### src/rtl/vec_irq_ctrl.sv
module vec_irq_ctrl #(
  parameter int NSRC = 64,
  parameter int PW   = 4
) (
  input  logic            clk,
  input  logic            rst_n,
  input  logic [6:0]      bus_addr,
  input  logic            bus_wr,
  input  logic [31:0]     bus_wdata,
  output logic [31:0]     bus_rdata,
  input  logic [NSRC-1:0] src_lvl,
  output logic            irq_norm,
  output logic            irq_fast
);
  localparam int IW   = $clog2(NSRC);
  localparam int HALF = NSRC / 2;
  localparam int PPW  = 32 / PW;
  localparam logic [4:0] MASK_OFF = 5'h1F;

  logic [31:0]            ctrl;
  logic [4:0]             thr;
  logic [NSRC-1:0]        en, typ, frc;
  logic [NSRC-1:0][PW-1:0] prio;
  logic                   nvld_q, fvld_q;
  logic [IW-1:0]          nidx_q, fidx_q;

  logic [4:0]  wsel;
  logic        num_ok;
  logic [IW-1:0] num;
  assign wsel   = bus_addr[6:2];
  assign num    = bus_wdata[IW-1:0];
  assign num_ok = (bus_wdata[31:IW] == '0);

  logic [NSRC-1:0] raw, npend, fpend, pass, nelig;
  assign raw   = src_lvl | frc;
  assign npend = raw & en & ~typ;
  assign fpend = raw & en & typ;

  for (genvar g = 0; g < NSRC; g++) begin : g_pass
    assign pass[g] = (thr == MASK_OFF) || ({1'b0, prio[g]} > thr);
  end
  assign nelig = npend & pass;

  logic          n_hit, f_hit;
  logic [IW-1:0] n_idx, f_idx;
  logic [PW-1:0] n_best, f_best;

  always_comb begin
    n_hit = 1'b0; n_idx = '0; n_best = '0;
    f_hit = 1'b0; f_idx = '0; f_best = '0;
    for (int i = 0; i < NSRC; i++) begin
      if (nelig[i] && (!n_hit || prio[i] >= n_best)) begin
        n_hit = 1'b1; n_idx = IW'(i); n_best = prio[i];
      end
      if (fpend[i] && (!f_hit || prio[i] >= f_best)) begin
        f_hit = 1'b1; f_idx = IW'(i); f_best = prio[i];
      end
    end
  end

  always_ff @(posedge clk or negedge rst_n) begin
    if (!rst_n) begin
      ctrl <= '0;
      thr  <= MASK_OFF;
      en   <= '0;
      typ  <= '0;
      frc  <= '0;
      prio <= '0;
    end else if (bus_wr) begin
      case (wsel)
        5'h00: ctrl <= bus_wdata;
        5'h01: thr  <= bus_wdata[4:0];
        5'h02: if (num_ok) en[num] <= 1'b1;
        5'h03: if (num_ok) en[num] <= 1'b0;
        5'h04: en[NSRC-1:HALF]  <= bus_wdata[HALF-1:0];
        5'h05: en[HALF-1:0]     <= bus_wdata[HALF-1:0];
        5'h06: typ[NSRC-1:HALF] <= bus_wdata[HALF-1:0];
        5'h07: typ[HALF-1:0]    <= bus_wdata[HALF-1:0];
        5'h14: frc[NSRC-1:HALF] <= bus_wdata[HALF-1:0];
        5'h15: frc[HALF-1:0]    <= bus_wdata[HALF-1:0];
        default: begin
          if (wsel[4:3] == 2'b01) begin
            for (int k = 0; k < PPW; k++)
              prio[(7 - int'(wsel[2:0])) * PPW + k] <= bus_wdata[k*PW +: PW];
          end
        end
      endcase
    end
  end

  always_ff @(posedge clk or negedge rst_n) begin
    if (!rst_n) begin
      nvld_q <= 1'b0; nidx_q <= '0; irq_norm <= 1'b0;
      fvld_q <= 1'b0; fidx_q <= '0; irq_fast <= 1'b0;
    end else begin
      nvld_q <= n_hit; nidx_q <= n_idx; irq_norm <= |nelig;
      fvld_q <= f_hit; fidx_q <= f_idx; irq_fast <= |fpend;
    end
  end

  logic [31:0] pword;
  always_comb begin
    pword = '0;
    for (int k = 0; k < PPW; k++)
      pword[k*PW +: PW] = prio[(7 - int'(wsel[2:0])) * PPW + k];
  end

  always_comb begin
    case (wsel)
      5'h00: bus_rdata = ctrl;
      5'h01: bus_rdata = {27'b0, thr};
      5'h04: bus_rdata = en[NSRC-1:HALF];
      5'h05: bus_rdata = en[HALF-1:0];
      5'h06: bus_rdata = typ[NSRC-1:HALF];
      5'h07: bus_rdata = typ[HALF-1:0];
      5'h10: bus_rdata = {nvld_q ? 16'(nidx_q) : 16'hFFFF, 16'h0};
      5'h11: bus_rdata = {fvld_q ? 16'(fidx_q) : 16'hFFFF, 16'h0};
      5'h12: bus_rdata = raw[NSRC-1:HALF];
      5'h13: bus_rdata = raw[HALF-1:0];
      5'h14: bus_rdata = frc[NSRC-1:HALF];
      5'h15: bus_rdata = frc[HALF-1:0];
      5'h16: bus_rdata = npend[NSRC-1:HALF];
      5'h17: bus_rdata = npend[HALF-1:0];
      5'h18: bus_rdata = fpend[NSRC-1:HALF];
      5'h19: bus_rdata = fpend[HALF-1:0];
      default: bus_rdata = (wsel[4:3] == 2'b01) ? pword : 32'h0;
    endcase
  end

  a_r10_set_by_num: assert property (@(posedge clk) disable iff (!rst_n)
    (bus_wr && wsel == 5'h02 && num_ok) |=> en[$past(num)]);
  a_r10_clr_by_num: assert property (@(posedge clk) disable iff (!rst_n)
    (bus_wr && wsel == 5'h03 && num_ok) |=> !en[$past(num)]);
  a_r10_bad_num: assert property (@(posedge clk) disable iff (!rst_n)
    (bus_wr && (wsel == 5'h02 || wsel == 5'h03) && !num_ok) |=> $stable(en));
  a_r6_winner_pending: assert property (@(posedge clk) disable iff (!rst_n)
    n_hit |-> (en[n_idx] && raw[n_idx] && !typ[n_idx]));
  a_r8_fast_winner: assert property (@(posedge clk) disable iff (!rst_n)
    f_hit |-> (en[f_idx] && raw[f_idx] && typ[f_idx]));
  a_r9_threshold: assert property (@(posedge clk) disable iff (!rst_n)
    (n_hit && thr != MASK_OFF) |-> ({1'b0, prio[n_idx]} > thr));
  a_r7_norm_idle: assert property (@(posedge clk) disable iff (!rst_n)
    irq_norm == nvld_q);
  a_r7_fast_idle: assert property (@(posedge clk) disable iff (!rst_n)
    irq_fast == fvld_q);
endmodule

### config.mk
export PLATFORM = sky130hd
export DESIGN_NAME = vec_irq_ctrl
export DESIGN_NICKNAME = d
export VERILOG_FILES = /design/src/rtl/vec_irq_ctrl.sv
export SDC_FILE = /design/constraint.sdc
export NUM_CORES = 2
export LEC_CHECK = 0
export CAP_MARGIN = 20
export CORE_AREA = 2 2 430 432
export DETAILED_ROUTE_END_ITERATION = 8
export DIE_AREA = 0 0 432 434
export DONT_BUFFER_PORTS = 1
export GPL_TIMING_DRIVEN = 0
export PLACE_DENSITY = 0.41
export SETUP_SLACK_MARGIN = 0.5
export SLEW_MARGIN = 20
export SYNTH_ARGS = -nofsm -noshare
export SYNTH_HDL_FRONTEND = slang
export SYNTH_SLANG_ARGS = --single-unit
### constraint.sdc
create_clock -name clk -period 127.2 [get_ports clk]
set_input_delay 12.72 -clock clk [delete_from_list [all_inputs] [get_ports clk]]
set_output_delay 12.72 -clock clk [all_outputs]
set_load 0.005 [all_outputs]
After elaboration in Yosys (flattened, before gate mapping). Index checks and enable logic that the tools add are counted.

Reduce and logical (&&, ||, !) cells: 467. Add/sub/neg operators: 8. Muxes and demuxes: 438. Magnitude comparators: 208. Bitwise gates (word level): 10. Equality and inequality tests: 21.

Operator list (number): bitwise mux 256 bit (8); two-way mux 6 bit (124); two-way mux 4 bit (150); one-hot mux 32 bit (16 select lines) (1); >= comparator 4 bit (126); AND 64 bit (5); > comparator 4 x 5 -> 1 bit (64); >= comparator 32 x 1 -> 1 bit (second input constant) (6); < comparator 32 x 8 -> 1 bit (second input constant) (6); one-hot mux 32 bit (3 select lines) (2); logical OR 1 bit (190); binary-select mux 4 bit (select 6 bit) (7); demux 4 bit (select 6 bit) (7); logical AND 1 bit (135); two-way mux 1 bit (131); two-way mux 64 bit (2); inverter 64 bit (2); OR 64 bit (2); OR reduction 64 bit (2); zero test 1 bit (126); == test 5 bit (second input constant) (11); adder 7 x 4 -> 8 bit (second input constant) (4); two-way mux 16 bit (2); two-way mux 32 bit (1); other kinds (25) (38).

Logic and storage cells: 1230. Output and inout port bits: 34. Input bits: 106. Register bits: 501.

Longest topological paths before layout.
Depth in word-level cells: 257. Mapped depth: 561. Depth with buffers taken out: 537.

Worst setup path after synthesis. Ideal clock, no wire load.

Path type: in2reg. Start: input src_lvl[0]. End: register fidx_q[2]. Buffers on the path: 33. Data arrival time: 107.482 ns. Data required time: 127.073 ns. Setup slack: 19.590 ns. Cell stages on the path: 543. Setup time: 0.127 ns. Path through: o21a_1 -> nand2_1 -> nor2_1 -> ha_1 -> nand2b_1 -> a21o_1 -> a21o_1 -> a211oi_1 -> nor2_1 -> mux2_2 -> ha_1 -> nand2b_1 -> a21oi_1 -> nor2b_1 -> o21ai_0 -> a21boi_0 -> clkbuf_1 -> o21a_1 -> [507 not listed] -> a21o_1 -> a21o_1 -> a21oi_1 -> o21ai_0 -> nand3_1 -> clkbuf_1 -> nand2_1 -> o21ai_0 -> a21oi_1 -> ha_1 -> nand2b_1 -> a21o_1 -> a21o_1 -> a21oi_1 -> o41ai_1 -> nand3_1 -> nand2_1 -> or2_2.

Cells in the longest elaborated chain, start to end: 256. Elaborated cells between the ends (all ways): 442. Classes of those cells: 63 x order compare; 187 x mux; 3 x bitwise; 189 x reduce/logical.

RTL lines: start: declaration (line 11) `input logic [NSRC-1:0] src_lvl,`; OR 64 bit (*) (line 35) `assign raw = src_lvl | frc;`; AND 64 bit (*) (2 in a row) (line 37) `assign fpend = raw & en & typ;`; two-way mux 4 bit / two-way mux 1 bit (equally long branches) (line 55) `if (fpend[i] && (!f_hit || prio[i] >= f_best)) begin`; >= comparator 4 bit / zero test 1 bit (equally long branches) (line 55); logical OR 1 bit (line 55); logical AND 1 bit (line 55); two-way mux 4 bit / two-way mux 1 bit (equally long branches) (line 55); >= comparator 4 bit / zero test 1 bit (equally long branches) (line 55); [240 not listed]; logical OR 1 bit (line 55); logical AND 1 bit (line 55); two-way mux 4 bit / two-way mux 1 bit (equally long branches) (line 55); >= comparator 4 bit / zero test 1 bit (equally long branches) (line 55); logical OR 1 bit (line 55); logical AND 1 bit (line 55); two-way mux 6 bit (*) (line 55); named net f_idx[2] (line 45) `logic [IW-1:0] n_idx, f_idx;`; end signal: assignment (line 97) `fvld_q <= f_hit; fidx_q <= f_idx; irq_fast <= |fpend;`; end: declaration (line 25) `logic [IW-1:0] nidx_q, fidx_q;`.

The timed path passes the listed nets; every way through them passes the cells marked *. A chain may end at the register's enable or synchronous reset.

Worst setup path in the final report.
Start: input src_lvl[0]. End: register nidx_q[5].

Cells in the longest elaborated chain, start to end: 257. Elaborated cells between the ends (all ways): 443. Classes of those cells: 63 x order compare; 187 x mux; 4 x bitwise; 189 x reduce/logical.

RTL lines: OR 64 bit (*) (line 35); AND 64 bit (*) (2 in a row) (line 36) `assign npend = raw & en & ~typ;`; AND 64 bit (*) (line 42) `assign nelig = npend & pass;`; two-way mux 4 bit / two-way mux 1 bit (equally long branches) (line 52) `if (nelig[i] && (!n_hit || prio[i] >= n_best)) begin`; >= comparator 4 bit / zero test 1 bit (equally long branches) (line 52); logical OR 1 bit (line 52); logical AND 1 bit (line 52); two-way mux 4 bit / two-way mux 1 bit (equally long branches) (line 52); [241 not listed]; logical OR 1 bit (line 52); logical AND 1 bit (line 52); two-way mux 4 bit / two-way mux 1 bit (equally long branches) (line 52); >= comparator 4 bit / zero test 1 bit (equally long branches) (line 52); logical OR 1 bit (line 52); logical AND 1 bit (line 52); two-way mux 6 bit (*) (line 52); named net n_idx[5] (line 45); end signal: assignment (line 96) `nvld_q <= n_hit; nidx_q <= n_idx; irq_norm <= |nelig;`; end: declaration (line 25).

Marked as above.

==> results.txt <==
* Run status: complete, no violations
* Maximum count of clock buffers along a single path: 3
- Total half-perimeter wirelength after legalization and detailed placement: 275100 µm
- Once placement finished, the instance area stood at 58230 µm².
* Ys async rst share: 1.000
* Critical Path Source Type: input pin
* Average instance area after synthesis: 8.634 µm²
- Fraction of layout instances using a drive strength above 1: 0.1583
- For the worst setup path, the data arrival time is 120.45 ns.
- Number of buffers inserted during clock tree synthesis: 69
- The number of antenna violations at the first check in global routing is 46.
* Tcrit/Tclk final: 0.9424
- Counting flops and latches in the post-synthesis netlist gives 501.
- The commonest cells after synthesis are 705 x sky130_fd_sc_hd__ha_1, 557 x sky130_fd_sc_hd__o21ai_0, 496 x sky130_fd_sc_hd__dfrtp_1, 482 x sky130_fd_sc_hd__nand2_1, 421 x sky130_fd_sc_hd__mux2_2.
* Clock transition at the registers of the reported paths: 0.06 ns
- Proportion of synthesized chip area in sequential cells: 0.2301
- Worst voltage drop across the vdd grid: 0.000009888 V
- At the worst endpoint, the required time is 127.78 ns.
- The floorplan has 157 rows.
- After filler insertion, the fill cell instance count of the layout stands at 19205.
* Total length of routed wires: 338900 µm
* Final weighted congestion of routability-driven global placement: 1.049
- The slowest stage of the critical path is the sky130_fd_sc_hd__or4_1 cell.
- Sequential cell fraction of total power: 0.234
* Upper clock frequency limit: 0.008342 GHz
- Vias/cell: 6.316
* Pin slew with the least headroom to its limit: 1.328 ns
* Cell taking the most area after synthesis: sky130_fd_sc_hd__dfrtp_1
* Hold Path Cell Cnt: 1
- I/O pins: 140
- Setup clock skew after layout: 0.02006 ns
* NetSw: 600.2 µW
- Clock insertion delay at the later pin of the skew report: 0.70 ns
- Summed over all cells, the static leakage comes to 0.02683 µW.
* Worst-path fanout max: 10
* Endpoints failing hold: 0
- After technology mapping, the gate count stands at 6314.
* Count of buffers from port buffering: 0
- Mapped cell area: 54510 µm²
- The H-tree was split into 3 levels.
* Count of flip-flops with a built-in enable after synthesis: 0
- By instance count, the cell type seen most on the critical path is sky130_fd_sc_hd__ha_1.
- Global-route usage over all layers: 0.3515
* Hold Path Class: reg -> reg
- Category of the critical setup timing path: in -> reg
- Post-synth cell types: 123
- The first global-routing pass estimated 453900 µm of wire.
* Synth-to-Final Area Change: 12.60%
- After detailed routing, the number of remaining DRC violations is 0.
* Share of power burned in the clock network: 0.170
- Cell area after layout: 61380 µm²
- After clock tree synthesis, the flow added hold-fix buffers numbering 0.
- Remaining global-route overflow: 0
- For this run, the share of the core covered by cells in the final layout is 0.3364.
- Post-Synthesis Net Count: 7125
- The worst setup path is captured at a register.
* Delay of the slowest cell on the worst path: 0.59 ns
- Biggest area contributors in the synthesized netlist: sky130_fd_sc_hd__dfrtp_1 23%, sky130_fd_sc_hd__ha_1 16%, sky130_fd_sc_hd__mux2_2 8.7%, sky130_fd_sc_hd__o21ai_0 5.1%, sky130_fd_sc_hd__a21o_1 3.4%
* Max Slew Vio Count: 0
- Cell internal power was estimated by the tool at 598.0 µW.
- The count of nets left with antenna violations once routing finished came out at 0.
- Clock tree from TritonCTS: done
- Total of endpoints with negative setup slack in the final report: 0
* Combinational fraction of design power: 0.596
* Die ar.: 187500 µm²
* Sinks on the clock net: 501
- Of the total power, the share spent switching nets is 0.5009.
* Worst slack at placement: -0.8951 ns
- Most common cell in the synthesized netlist: sky130_fd_sc_hd__ha_1
- CTS placed an instance of sky130_fd_sc_hd__clkbuf_16 at the clock tree root.
- Prevailing post-synth register cell: sky130_fd_sc_hd__dfrtp_1
- Total power per unit cell area: 19.52 nW/µm²
- Before antenna repair, the detailed router went through 8 iterations.
- Routed length per placed instance: 38.12 µm
- Entering global routing, the biggest net connects 502 pins.
- Of the post-synthesis cell area, the dominant cell type holds 0.2277.
* Die W: 432 µm
- Once routing completed, OpenROAD measured the worst setup slack at 7.330 ns.
* Vias in the first global route: 52331
- Effective utilization at floorplan: 0.2987
* First DRT Iteration DRCs: 6368
* Path depth of the worst reg2reg path: 509
- Reported max-cap violation count: 0
- For the finished layout, the period the worst path requires is 119.87 ns.
- Across all hold checks on the routed design, the worst slack comes to 0.5098 ns.
- Total of warnings raised by yosys: 0
- DIE HEIGHT: 434 µm
- The final route contains 56156 vias.
- Setup repair after global routing left no endpoint under its margin.
* Placeable core region: 182500 µm²
- Rel. slew slack: 0.1113
* Net count, final: 7247
==> state kept, by name, indices dropped and copies added, names as in the netlist <==
signal and flops:
nidx_q 6, typ 64, fvld_q 1, en 64, nvld_q 1, frc 64, ctrl 32, fidx_q 6
thr 5, prio 256, irq_norm 1, irq_fast 1
==> worst max-delay path: cells and delay by family <==
family | cells | cell delay (ns)
AO/OA/AOI/OAI | 236 | 49.47
buffers and inverters | 45 | 8.37
AND/OR/NAND/NOR | 134 | 21.96
multiplexers | 16 | 5.64
adder cells (fa/ha/maj) | 79 | 22.10
==> through the flow <==
| stage | cells | TNS (ns) | total power (µW) |
|---|---|---|---|
| after global routing | 8884 | 0 | 1279 |
| after CTS | 8849 | 0 | 1164 |
| final | 8891 | 0 | 1198 |
| after global placement | 8699 | -13.41 | 938.2 |
| after floorplan | 6314 | 0 | 698.9 |
| after detailed placement | 8727 | -5.112 | 957.4 |
==> what timing repair did <==
item | 4_1_cts | 5_1_grt
gates resized for setup | 8 | 189
buffers inserted | 1 | 17
pin swaps | 1 | 10
endpoints found under the setup margin | 11 | 12
==> layout make-up <==
class	instances	area, µm²	share of cell area
plain buffers	266	1156	0.01883
multi-input cells	5204	40340	0.6573
clock inverters	27	220.2	0.003588
clock buffers	94	1993	0.03247
well taps	2385	2984	0.04862
flip-flops and latches	501	12550	0.2044
diodes	20	50.05	0.0008154
inverters	343	1303	0.02122
repair buffers	51	783.3	0.01276
==> cell usage in the layout, fill, tap and decap left out, types with 56 or more instances in the layout <==
| cell | Yosys | final |
|---|---|---|
| sky130_fd_sc_hd__o21a_1 | 173 | 172 |
| sky130_fd_sc_hd__a31oi_1 | 60 | 56 |
| sky130_fd_sc_hd__ha_1 | 705 | 705 |
| sky130_fd_sc_hd__inv_1 | 342 | 339 |
| sky130_fd_sc_hd__a211oi_1 | 77 | 65 |
| sky130_fd_sc_hd__o211ai_1 | 80 | 80 |
| sky130_fd_sc_hd__clkbuf_2 | 0 | 97 |
| sky130_fd_sc_hd__o21ai_0 | 557 | 543 |
| sky130_fd_sc_hd__a22oi_1 | 92 | 92 |
| sky130_fd_sc_hd__clkbuf_1 | 206 | 124 |
| sky130_fd_sc_hd__mux2i_1 | 82 | 77 |
| sky130_fd_sc_hd__nor2b_1 | 92 | 89 |
| sky130_fd_sc_hd__dfrtp_1 | 496 | 496 |
| sky130_fd_sc_hd__a21oi_1 | 372 | 347 |
| sky130_fd_sc_hd__mux4_2 | 64 | 64 |
| sky130_fd_sc_hd__mux2_2 | 421 | 421 |
| sky130_fd_sc_hd__nand2b_1 | 188 | 188 |
| sky130_fd_sc_hd__a21o_1 | 249 | 248 |
| sky130_fd_sc_hd__nor3_1 | 83 | 79 |
| sky130_fd_sc_hd__clkbuf_16 | 0 | 71 |
| sky130_fd_sc_hd__or2_2 | 57 | 57 |
| sky130_fd_sc_hd__nand3_1 | 95 | 89 |
| sky130_fd_sc_hd__nand2_1 | 482 | 482 |
| sky130_fd_sc_hd__nor2_1 | 378 | 371 |
==> final timing paths <==
check	start	slack, ns	endpoint
max	src_lvl[0]	7.33	nidx_q[5]
min	ctrl[23]	0.51	ctrl[23]
max reg2reg	thr[0]	17.85	nidx_q[5]
min reg2reg	ctrl[23]	0.51	ctrl[23]
max in group asynchronous	rst_n	113.35	ctrl[22]
min in group asynchronous	rst_n	11.72	prio[14]
==> kinds of logic (layout without fill, tap and decap cells) <==
family                   after synthesis  count (layout)  share of synthesized area
AO/OA/AOI/OAI                       2289            2289                     0.2865
other                                  0              20                          0
multiplexers                         570             570                     0.1297
AND/OR/NAND/NOR                     1624            1624                     0.1466
buffers and inverters                609             781                    0.04230
flip-flops                           501             501                     0.2301
adder cells (fa/ha/maj)              721             721                     0.1648
==> power by group through the flow <==
stage	clock network (µW)	logic (µW)	registers, µW
6_report	204	714	281
5_1_grt	210	789	280
4_1_cts	205	685	274
3_5_place_dp	0	680	277
3_3_place_gp	0	660	278
2_1_floorplan	0	475	224
==> routing by layer <==
layer  global-route usage  up-vias  wire [µm]
met5                    0        -        104
li1                     -    24333          -
met2               0.5164     2562     141100
met4               0.1447       16      16470
met3              0.08906      513      30820
met1               0.4862    28732     150400
Note: power is estimated with default switching activity, not from simulation.
